$ cat src/rtl/acr_pkg.sv
`timescale 1ns/1ps
// Shared widths and types for the audio clock ratio detector.
// Assumes counts per frame fit in ACR_CNT_W bits; larger counts saturate.
package acr_pkg;
    localparam int ACR_CNT_W  = 16;
    localparam int ACR_CODE_W = $clog2(ACR_CNT_W);
    localparam int ACR_DIV_W  = ACR_CNT_W - 6;

    typedef enum logic {
        SRC_MCLK = 1'b0,
        SRC_BCLK = 1'b1
    } clk_src_e;

    typedef struct packed {
        logic [ACR_CNT_W-1:0] mclk_cnt;
        logic [ACR_CNT_W-1:0] bclk_cnt;
        logic [ACR_CNT_W-1:0] ref_cnt;
        logic                 mclk_absent;
    } frame_meas_t;

    typedef struct packed {
        logic                  err;
        clk_src_e              src;
        logic [ACR_CODE_W-1:0] code;
        logic [ACR_DIV_W-1:0]  div;
    } ratio_res_t;
endpackage

$ cat src/rtl/acr_edge_sync.sv
`timescale 1ns/1ps
// Brings one asynchronous audio clock into the reference domain and flags its rising edges.
// Assumes the input is slower than half the reference clock.
module acr_edge_sync #(
    parameter int STAGES = 2
) (
    input  logic clk,
    input  logic rst_n,
    input  logic din,
    output logic rise
);
    logic [STAGES:0] pipe;

    // Shift the input through the synchroniser plus one history stage.
    always_ff @(posedge clk) begin
        if (!rst_n) pipe <= '0;
        else        pipe <= {pipe[STAGES-1:0], din};
    end

    assign rise = pipe[STAGES-1] & ~pipe[STAGES];
endmodule

$ cat src/rtl/acr_frame_meter.sv
`timescale 1ns/1ps
// Counts master-clock rises, bit-clock rises and reference cycles per frame,
// and notes whether the master clock went quiet for GAP_LIMIT reference cycles.
// The first frame-sync rise after reset only arms the counters.
module acr_frame_meter
    import acr_pkg::*;
#(
    parameter int GAP_LIMIT = 64
) (
    input  logic        clk,
    input  logic        rst_n,
    input  logic        mclk_rise,
    input  logic        bclk_rise,
    input  logic        lrck_rise,
    output frame_meas_t meas,
    output logic        meas_new
);
    localparam int GAP_W = $clog2(GAP_LIMIT + 1);
    localparam logic [GAP_W-1:0] GAP_MAX = GAP_W'(GAP_LIMIT);

    logic [ACR_CNT_W-1:0] mcnt, bcnt, rcnt;
    logic [GAP_W-1:0]     gap;
    logic                 gap_full, absent_seen, primed;

    function automatic logic [ACR_CNT_W-1:0] sat_add(input logic [ACR_CNT_W-1:0] a, input logic inc);
        logic [ACR_CNT_W:0] s;
        s = {1'b0, a} + {{ACR_CNT_W{1'b0}}, inc};
        return s[ACR_CNT_W] ? '1 : s[ACR_CNT_W-1:0];
    endfunction

    assign gap_full = (gap == GAP_MAX);

    // Track reference cycles since the last master-clock rise, saturating.
    always_ff @(posedge clk) begin
        if (!rst_n)         gap <= '0;
        else if (mclk_rise) gap <= '0;
        else if (!gap_full) gap <= gap + 1'b1;
    end

    // Accumulate the per-frame counts and restart them at every frame-sync rise.
    always_ff @(posedge clk) begin
        if (!rst_n) begin
            mcnt <= '0; bcnt <= '0; rcnt <= '0; absent_seen <= 1'b0;
        end else if (lrck_rise) begin
            mcnt <= '0; bcnt <= '0; rcnt <= '0; absent_seen <= 1'b0;
        end else begin
            mcnt        <= sat_add(mcnt, mclk_rise);
            bcnt        <= sat_add(bcnt, bclk_rise);
            rcnt        <= sat_add(rcnt, 1'b1);
            absent_seen <= absent_seen | gap_full;
        end
    end

    // Publish a completed frame once the counters have been armed.
    always_ff @(posedge clk) begin
        if (!rst_n) begin
            meas <= '0; meas_new <= 1'b0; primed <= 1'b0;
        end else begin
            meas_new <= 1'b0;
            if (lrck_rise) begin
                primed <= 1'b1;
                if (primed) begin
                    meas.mclk_cnt    <= sat_add(mcnt, mclk_rise);
                    meas.bclk_cnt    <= sat_add(bcnt, bclk_rise);
                    meas.ref_cnt     <= sat_add(rcnt, 1'b1);
                    meas.mclk_absent <= absent_seen | gap_full;
                    meas_new         <= 1'b1;
                end
            end
        end
    end
endmodule

$ cat src/rtl/acr_classifier.sv
`timescale 1ns/1ps
// Turns one frame measurement into a timing source, ratio code, divider and error bit.
// Purely combinational; assumes REF_HZ is the true reference frequency.
module acr_classifier
    import acr_pkg::*;
#(
    parameter int REF_HZ      = 122_880_000,
    parameter int MCLK_MAX_HZ = 50_000_000,
    parameter int BCLK_MIN_HZ = 1_000_000,
    parameter int HI_RATE_HZ  = 384_000
) (
    input  frame_meas_t meas,
    output ratio_res_t  res
);
    localparam int HI_FRAME = REF_HZ / HI_RATE_HZ;
    localparam int HI_TOL   = HI_FRAME / 16;
    localparam logic [ACR_CNT_W-1:0] HI_LO = ACR_CNT_W'(HI_FRAME - HI_TOL);
    localparam logic [ACR_CNT_W-1:0] HI_HI = ACR_CNT_W'(HI_FRAME + HI_TOL);
    localparam logic [ACR_CODE_W-1:0] CODE_128 = ACR_CODE_W'(7);
    localparam logic [ACR_CODE_W-1:0] CODE_192 = '0;

    logic [63:0] mclk_hz_scaled, mclk_lim_scaled, bclk_hz_scaled, bclk_lim_scaled;
    logic        bclk_ok, is_pow2, hi_rate, mclk_ok, bclk_fast;
    logic [ACR_CODE_W-1:0] log2_m;

    assign mclk_hz_scaled  = 64'(meas.mclk_cnt) * 64'(REF_HZ);
    assign mclk_lim_scaled = 64'(MCLK_MAX_HZ) * 64'(meas.ref_cnt);
    assign bclk_hz_scaled  = 64'(meas.bclk_cnt) * 64'(REF_HZ);
    assign bclk_lim_scaled = 64'(BCLK_MIN_HZ) * 64'(meas.ref_cnt);

    assign bclk_ok   = (meas.bclk_cnt == 16'd32) || (meas.bclk_cnt == 16'd48) || (meas.bclk_cnt == 16'd64);
    assign is_pow2   = (meas.mclk_cnt != '0) && ((meas.mclk_cnt & (meas.mclk_cnt - 1'b1)) == '0);
    assign hi_rate   = (meas.ref_cnt >= HI_LO) && (meas.ref_cnt <= HI_HI);
    assign bclk_fast = (bclk_hz_scaled >= bclk_lim_scaled);
    assign mclk_ok   = is_pow2 && (mclk_hz_scaled <= mclk_lim_scaled) &&
                       ((meas.mclk_cnt >= 16'd128) || ((meas.mclk_cnt == 16'd64) && hi_rate));

    // Position of the highest set bit of the master count.
    always_comb begin
        log2_m = '0;
        for (int i = 0; i < ACR_CNT_W; i++) begin
            if (meas.mclk_cnt[i]) log2_m = ACR_CODE_W'(i);
        end
    end

    // Pick the source and its code and divider; flag illegal combinations.
    always_comb begin
        if (meas.mclk_absent) begin
            res.src  = SRC_BCLK;
            res.code = (meas.bclk_cnt == 16'd48) ? CODE_192 : CODE_128;
            res.div  = ACR_DIV_W'(1);
            res.err  = !bclk_ok || !bclk_fast;
        end else begin
            res.src  = SRC_MCLK;
            res.code = log2_m;
            res.div  = (meas.mclk_cnt == 16'd64) ? ACR_DIV_W'(1) : ACR_DIV_W'(meas.mclk_cnt >> 7);
            res.err  = !bclk_ok || !mclk_ok;
        end
    end
endmodule

$ cat src/rtl/audio_clk_ratio_detect.sv
`timescale 1ns/1ps
// Audio clock ratio detector top: synchronises the three audio clocks, measures
// each frame, classifies it, and publishes a result once two frames agree.
// Assumes every audio clock runs below half the reference frequency.
module audio_clk_ratio_detect
    import acr_pkg::*;
#(
    parameter int REF_HZ       = 122_880_000,
    parameter int MCLK_MAX_HZ  = 50_000_000,
    parameter int BCLK_MIN_HZ  = 1_000_000,
    parameter int HI_RATE_HZ   = 384_000,
    parameter int MCLK_TIMEOUT = 64,
    parameter int SYNC_STAGES  = 2
) (
    input  logic                  clk_ref,
    input  logic                  rst_n,
    input  logic                  mclk_in,
    input  logic                  bclk_in,
    input  logic                  lrck_in,
    output logic                  ratio_valid,
    output logic                  ratio_error,
    output logic                  pll_mode,
    output logic [ACR_CODE_W-1:0] ratio_code,
    output logic [ACR_DIV_W-1:0]  clk_div
);
    localparam int N_CLK = 3;

    logic [N_CLK-1:0] raw_clk, rise;
    frame_meas_t      meas, prev_meas;
    logic             meas_new, have_prev, same;
    ratio_res_t       res;

    assign raw_clk = {lrck_in, bclk_in, mclk_in};

    for (genvar g = 0; g < N_CLK; g++) begin : g_sync
        acr_edge_sync #(.STAGES(SYNC_STAGES)) u_sync (
            .clk  (clk_ref),
            .rst_n(rst_n),
            .din  (raw_clk[g]),
            .rise (rise[g])
        );
    end

    acr_frame_meter #(.GAP_LIMIT(MCLK_TIMEOUT)) u_meter (
        .clk      (clk_ref),
        .rst_n    (rst_n),
        .mclk_rise(rise[0]),
        .bclk_rise(rise[1]),
        .lrck_rise(rise[2]),
        .meas     (meas),
        .meas_new (meas_new)
    );

    acr_classifier #(
        .REF_HZ     (REF_HZ),
        .MCLK_MAX_HZ(MCLK_MAX_HZ),
        .BCLK_MIN_HZ(BCLK_MIN_HZ),
        .HI_RATE_HZ (HI_RATE_HZ)
    ) u_class (
        .meas(meas),
        .res (res)
    );

    assign same = have_prev &&
                  (meas.mclk_cnt == prev_meas.mclk_cnt) &&
                  (meas.bclk_cnt == prev_meas.bclk_cnt) &&
                  (meas.mclk_absent == prev_meas.mclk_absent);

    // Remember the previous frame for the two-in-a-row agreement rule.
    always_ff @(posedge clk_ref) begin
        if (!rst_n) begin
            prev_meas <= '0; have_prev <= 1'b0;
        end else if (meas_new) begin
            prev_meas <= meas; have_prev <= 1'b1;
        end
    end

    // Publish agreed results; drop the flags on any disagreement.
    always_ff @(posedge clk_ref) begin
        if (!rst_n) begin
            ratio_valid <= 1'b0; ratio_error <= 1'b0; pll_mode <= 1'b0;
            ratio_code  <= '0;   clk_div     <= '0;
        end else if (meas_new) begin
            if (same) begin
                ratio_valid <= !res.err;
                ratio_error <= res.err;
                pll_mode    <= (res.src == SRC_BCLK);
                ratio_code  <= res.err ? '0 : res.code;
                clk_div     <= res.err ? '0 : res.div;
            end else begin
                ratio_valid <= 1'b0;
                ratio_error <= 1'b0;
            end
        end
    end
endmodule

$ cat config.mk
export PLATFORM = sky130hd
export DESIGN_NAME = audio_clk_ratio_detect
export DESIGN_NICKNAME = d
export VERILOG_FILES = /design/src/rtl/acr_pkg.sv /design/src/rtl/acr_edge_sync.sv /design/src/rtl/acr_frame_meter.sv /design/src/rtl/acr_classifier.sv /design/src/rtl/audio_clk_ratio_detect.sv
export SDC_FILE = /design/constraint.sdc
export NUM_CORES = 1
export LEC_CHECK = 0
export BUFFER_PORTS_ARGS = -buffer_cell sky130_fd_sc_hd__buf_2
export CAP_MARGIN = 20
export CELL_PAD_IN_SITES_DETAIL_PLACEMENT = 1
export CELL_PAD_IN_SITES_GLOBAL_PLACEMENT = 2
export CORE_MARGIN = 2
export CORE_UTILIZATION = 43
export DETAILED_ROUTE_END_ITERATION = 6
export GPL_TIMING_DRIVEN = 0
export PLACE_DENSITY = 0.87
export SYNTH_ARGS = -nofsm -noshare
export SYNTH_HDL_FRONTEND = slang
export SYNTH_SLANG_ARGS = --single-unit
$ cat constraint.sdc
create_clock -name clk_ref -period 8.97 [get_ports clk_ref]
set_input_delay 1.794 -clock clk_ref [delete_from_list [all_inputs] [get_ports clk_ref]]
set_output_delay 1.794 -clock clk_ref [all_outputs]
set_load 0.02 [all_outputs]
# ---- After elaboration in Yosys (flattened, before gate mapping)
# Cells that the tools add are included.
dict set report classes {
  magnitude_cmp 5
  bitwise 9
  n_reduce_logical 24
  muxes 26
  n_mul 4
  add_sub_neg 5
  eq_ne 8
}
# op n
set op_table {}
lappend op_table {{16-bit two-way mux} 4}
lappend op_table {{4-bit two-way mux} 15}
lappend op_table {{16-bit by 11-bit multiplier with 27-bit output (second input constant)} 2}
lappend op_table {{43-bit by 36-bit >= comparator with 1-bit output} 1}
lappend op_table {{43-bit by 42-bit <= comparator with 1-bit output} 1}
lappend op_table {{19-bit by 16-bit multiplier with 35-bit output (first input constant)} 1}
lappend op_table {{16-bit by 1-bit adder with 17-bit output} 2}
lappend op_table {{16-bit equality test} 2}
lappend op_table {{16-bit by 6-bit equality test with 1-bit output (second input constant)} 2}
lappend op_table {{16-bit by 7-bit equality test with 1-bit output (second input constant)} 2}
lappend op_table {{14-bit by 16-bit multiplier with 30-bit output (first input constant)} 1}
lappend op_table {{16-bit by 1-bit adder with 17-bit output (second input constant)} 1}
lappend op_table {{16-bit AND} 1}
lappend op_table {{16-bit by 8-bit >= comparator with 1-bit output (second input constant)} 1}
lappend op_table {{16-bit by 9-bit >= comparator with 1-bit output (second input constant)} 1}
lappend op_table {{16-bit by 9-bit <= comparator with 1-bit output (second input constant)} 1}
lappend op_table {{16-bit logical NOT} 1}
lappend op_table {{16-bit nonzero test} 1}
lappend op_table {{16-bit by 1-bit subtractor with 16-bit output (second input constant)} 1}
lappend op_table {{10-bit two-way mux} 1}
lappend op_table {{9-bit two-way mux} 1}
lappend op_table {{1-bit logical AND} 8}
lappend op_table {{7-bit by 1-bit adder with 7-bit output (second input constant)} 1}
lappend op_table {{7-bit equality test (second input constant)} 1}
lappend op_table {{other kinds (10)} 28}
dict set report word_totals {
  out_inout_bits 17
  reg_bits 167
  wordCells 104
}

# ---- Depth between registers and ports, before layout
dict set report depth {
  word_depth 18
  depth_mapped 32
}

# ---- Hierarchy
# A second synthesis with hierarchy kept.
dict set report unflattened {
  hier_cells 2528
  hier_area_um2 23985.5
}
# module cells_each instances area_per_inst_um2
set modules_own_cells {}
lappend modules_own_cells {acr_classifier 1765 1 16893.7}
lappend modules_own_cells {acr_frame_meter 509 1 4486.8}
lappend modules_own_cells {audio_clk_ratio_detect 233 1 2327.2}
lappend modules_own_cells {acr_edge_sync 7 3 92.6}

# ---- Least setup slack after synthesis
# OpenSTA, ideal clock, no wires.
dict set report synth_timing {
  path_type {reg2reg}
  startpoint {register u_meter.meas[3] (netlist name)}
  endpoint {register clk_div[7]}
  slack_ps 1153
  stages_incl_launch_ff 29
  arrival_ps 7747
  period_less_slack_ps 7817
  t_required_ps 8900
  setup_time_ps 70
  cell_sequence {dfxtp_1 fa_1 inv_1 fa_1 fa_1 fa_1 fa_1 fa_1 inv_1 ha_1 o21a_1 nor2_1 a211o_1 o211a_1 o31ai_1 a21oi_1 nor3b_1 o41ai_1 xor2_1 ha_1 a21o_1 a211o_1 a21oi_1 o31ai_1 o21ai_0 nand4b_1 or3_1 a2111o_1 o21ai_1}
}
dict set report synth_between {
  elab_chain_cells 9
}
# element line_no
set synth_lines {}
lappend synth_lines {{parallel branches: the longest is 7 deep, another holds 43-bit by 42-bit <= comparator with 1-bit output} n/a}
lappend synth_lines {{16-bit two-way mux (*)} acr_classifier.sv:48} ;# if (meas.mclk_absent) begin
lappend synth_lines {{10-bit two-way mux (*)} audio_clk_ratio_detect.sv:89} ;# clk_div <= res.err ? '0 : res.div;
lappend synth_lines {{end signal: assignment} audio_clk_ratio_detect.sv:89}
lappend synth_lines {{end: declaration} audio_clk_ratio_detect.sv:24} ;# output logic [ACR_DIV_W-1:0] clk_div
# Every way passes the cells marked *.
# A chain may end at the register's enable or synchronous reset.

# ---- Worst setup path in the final report
dict set report layout_timing {
  startpoint {register u_meter.meas[4] (netlist name)}
  endpoint {register clk_div[8]}
}
dict set report layout_between {
  elab_chain_cells 9
}
# element line_no
set layout_lines {}
lappend layout_lines {{parallel branches: the longest is 7 deep, another holds 43-bit by 42-bit <= comparator with 1-bit output} n/a}
lappend layout_lines {{16-bit two-way mux (*)} acr_classifier.sv:48}
lappend layout_lines {{10-bit two-way mux (*)} audio_clk_ratio_detect.sv:89}
# Marks and branches as above.

==> results.tsv <==
metric	value	unit
deepest level of the CTS H-tree	4	
cell count after synthesis	2573	
Worst Hold Class	reg -> reg	
synthesized netlist net count	3322	
category of the worst setup path capture point	register	
minimum clock period after layout	8.69	ns
detailed-routing iteration count for the pre-antenna-repair pass	5	
Total Routed Length	64.8	mm
layout cells sized above 1	0.0461	
Async S/R FF share, synth	0	
DRC violations left	0	
maximum vdd ir drop	0.128	mV
sequential standard cell area	3380	sq um
final worst path period share	0.969	
data arrival time of the critical path	9.06	ns
Diodes inserted	0	
final sum of negative setup slack	0	ns
highest fanout seen on the critical path	10	
run status	complete, no violations	
clock-pin slew of the registers on the worst-case setup and hold paths	0.06	ns
predominant post-synthesis flop cell	sky130_fd_sc_hd__dfxtp_1	
maximum buffer depth of the clock tree	2	
Setup-failing EPs final	0	
wire length of the first global-routing pass	108	mm
final-stage net count	3362	
Initial Utilization	0.433	
maximum achievable frequency	115	MHz
Core Util, Final	0.465	
area enclosed by the die boundary	57100	sq um
number of design-rule violations left by the first detailed-router iteration	717	
Post-Synthesis Mean Instance Area	9.23	sq um
maximum number of pins on one net before global-route repair	17	
area growth from synthesis to final layout	7.50	%
sequential area share after synthesis	0.140	
count of flip-flops with a built-in enable after synthesis	0	
logic depth of the worst register-to-register path	29	
global-route usage over all layers	0.238	
RD Place Congestion	0.901	
cell mode on critical path	sky130_fd_sc_hd__fa_1	
Layout Skew	0.00896	ns
I/O Buffers	19	
I/O pin count	22	
via count of the first global-routing pass	20300	
category of the most critical setup path	reg -> reg	
TritonCTS clock tree	yes	
routed wirelength normalized by instance count	19.5	um
count of different cell masters after synthesis	72	
Clock Tree Root	sky130_fd_sc_hd__clkbuf_16	
Max Cap Viol	0	
number of antenna violations at the first check in global routing	0	
critical path's slowest cell	sky130_fd_sc_hd__fa_2	
total standard cell area after synthesis	23700	sq um
total via count after detailed routing	18100	
remaining max-slew budget at the tightest pin	0.348	
setup slack after placement	-1.11	ns
estimated wirelength of the detail-placed design	54.6	mm
Yosys Warn Count	0	
y dimension of the die	239	um
ratio of total power to cell area	70.8	nW/um^2
max incr delay on CP	0.65	ns
critical path launch point type	register	
horizontal die dimension	239	um
area taken by multi-input logic gates	18900	sq um
Congestion Overflow GR	0	
Final Non-Filler Cells	3328	
number of CTS-inserted buffers	17	
total number of placement rows	86	
clk sink count	166	
leakage power figure	13.6	nW
Least-Margin Pin Slew	0.970	ns
FF+latch count, synth	166	
total of fill cells in the finished design	6359	
placed cells	3296	
final hold violation count	0	
final count of pins violating max slew	0	
total power of the final layout	1.81	mW
area of the core region	54900	sq um
Setup WS post-layout	0.276	ns
clock network latency to the later pin of the worst-skew pair	0.44	ns
Vias per Instance	5.45	
number of nets still failing antenna checks after routing	0	
hold-fix buffers at CTS	0	
Hold Crit Depth	1	
Worst EP required	9.34	ns
Yosys cell counts, types with 11 or more instances:
cell	number	share of area
sky130_fd_sc_hd__nand2_1	88	0.014
sky130_fd_sc_hd__xnor2_1	99	0.037
sky130_fd_sc_hd__nand4_1	27	0.0071
sky130_fd_sc_hd__a211oi_1	50	0.016
sky130_fd_sc_hd__o21bai_1	11	0.0035
sky130_fd_sc_hd__clkbuf_1	40	0.0063
sky130_fd_sc_hd__nor3_1	34	0.0072
sky130_fd_sc_hd__nor4_1	12	0.0032
sky130_fd_sc_hd__nand2b_1	19	0.0050
sky130_fd_sc_hd__nor2_1	263	0.042
sky130_fd_sc_hd__o21ai_1	11	0.0023
sky130_fd_sc_hd__inv_1	407	0.064
sky130_fd_sc_hd__a21o_1	52	0.016
sky130_fd_sc_hd__mux2i_1	40	0.017
sky130_fd_sc_hd__fa_1	280	0.24
sky130_fd_sc_hd__dfxtp_1	166	0.14
sky130_fd_sc_hd__o21a_1	18	0.0057
sky130_fd_sc_hd__nand3_1	74	0.016
sky130_fd_sc_hd__xor2_1	60	0.022
sky130_fd_sc_hd__o21ai_0	62	0.013
sky130_fd_sc_hd__a21oi_1	105	0.022
sky130_fd_sc_hd__ha_1	464	0.24
sky130_fd_sc_hd__nor2b_1	19	0.0050
sky130_fd_sc_hd__and2_1	16	0.0042
sky130_fd_sc_hd__and3_1	22	0.0058
final timing paths:
kind,startpoint,to,slack (ns)
max,u_meter.meas[4]$_SDFFE_PN0P_,clk_div[8]$_SDFFE_PN0P_,0.28
min,g_sync[0].u_sync.pipe[0]$_SDFF_PN0_,g_sync[0].u_sync.pipe[1]$_SDFF_PN0_,0.44
max reg2reg,u_meter.meas[4]$_SDFFE_PN0P_,clk_div[8]$_SDFFE_PN0P_,0.28
min reg2reg,g_sync[0].u_sync.pipe[0]$_SDFF_PN0_,g_sync[0].u_sync.pipe[1]$_SDFF_PN0_,0.44
cells by family (layout without fill, tap and decap cells):
family / Yosys count / count (layout) / share of synthesized area
adders and majority gates: 744 / 744 / 0.480
xor gates and xnor gates: 160 / 160 / 0.0593
other: 1 / 1 / 0.000158
and+or+nand+nor: 609 / 609 / 0.120
muxes: 41 / 41 / 0.0173
DFF: 166 / 166 / 0.140
buffers and inverters: 456 / 507 / 0.0724
AOI/OAI and AO/OA: 396 / 396 / 0.110
power by group:
group          internal, mW  leakage, nW  total, mW  switching [mW]
combinational         0.149         11.9      0.371           0.223
sequential            0.741         1.35      0.758          0.0175
clock                 0.376        0.253      0.678           0.303
timing repair:
| action | 4_1_cts | 5_1_grt |
|---|---|---|
| setup endpoints to repair | 15 | 15 |
| pin swaps | 3 | 8 |
| gates resized for setup | 36 | 35 |
| cloned | 0 | 0 |
| setup buffers | 2 | 1 |
| endpoints found under the hold margin | 0 | 0 |
registers in the layout, indices dropped and copies added, names as in the netlist, 4 cells and up:
| signal | flops |
|---|---|
| u_meter.meas | 49 |
| u_meter.bcnt | 16 |
| g_sync.u_sync.pipe | 9 |
| ratio_code | 4 |
| u_meter.rcnt | 16 |
| clk_div | 9 |
| u_meter.mcnt | 16 |
| prev_meas | 33 |
| u_meter.gap | 7 |
routing by layer:
| metal | global-route usage | part of all wire | up-vias | routed length [um] |
|---|---|---|---|---|
| li1 | - | - | 8696 | - |
| met1 | 0.309 | 0.46 | 9158 | 29500 |
| met2 | 0.423 | 0.50 | 215 | 32300 |
| met3 | 0.0258 | 0.025 | 71 | 1640 |
| met4 | 0.0527 | 0.021 | 0 | 1360 |
| met5 | 0 | 0 | - | 0 |
worst max-delay path, delay by kind of cell, from the launching register on:
kind	cells	cell delay (ns)
fa+ha+maj	8	3.86
buf+inv	3	0.34
simple gates	3	0.74
flops	1	0.41
compound gates	14	2.99
xor+xnor	1	0.25
layout by cell type, fill, tap and decap left out, drive strengths merged, types with 5 or more instances in the layout:
| cell type | n |
|---|---|
| a2111oi | 5 |
| dfxtp | 166 |
| o31ai | 7 |
| a311oi | 10 |
| nand4 | 27 |
| nor4 | 13 |
| a21o | 52 |
| ha | 464 |
| nand3 | 74 |
| nor2 | 263 |
| buf | 31 |
| or2 | 5 |
| mux2i | 40 |
| a31oi | 10 |
| a211oi | 50 |
| o21bai | 11 |
| nand2 | 88 |
| o21ai | 76 |
| clkinv | 6 |
| xnor2 | 100 |
| nor3 | 34 |
| xor2 | 60 |
| clkbuf | 56 |
| nand2b | 19 |
| a22oi | 5 |
| and3 | 22 |
| a211o | 6 |
| fa | 280 |
| and2 | 16 |
| clkinvlp | 5 |
| o21a | 18 |
| or3 | 8 |
| nor2b | 19 |
| a21oi | 105 |
| inv | 408 |
metrics by stage:
| step | instance area (sq um) | hold slack [ns] |
|---|---|---|
| after floorplan | 23700 | 0.412 |
| after global placement | 24700 | 0.417 |
| after detailed placement | 24700 | 0.425 |
| after CTS | 25400 | 0.445 |
| after global routing | 25500 | 0.461 |
| final | 25500 | 0.438 |
layout make-up:
type                       instances  area share
timing repair buffer              22     0.00510
sequential                       166       0.132
clock buffer                      17      0.0167
buffer                            48     0.00740
multi-input combinational       1951       0.740
inverter                         407      0.0598
tap                              704      0.0345
clock inverter                    13     0.00431
Power figures use the tool's default switching activity.
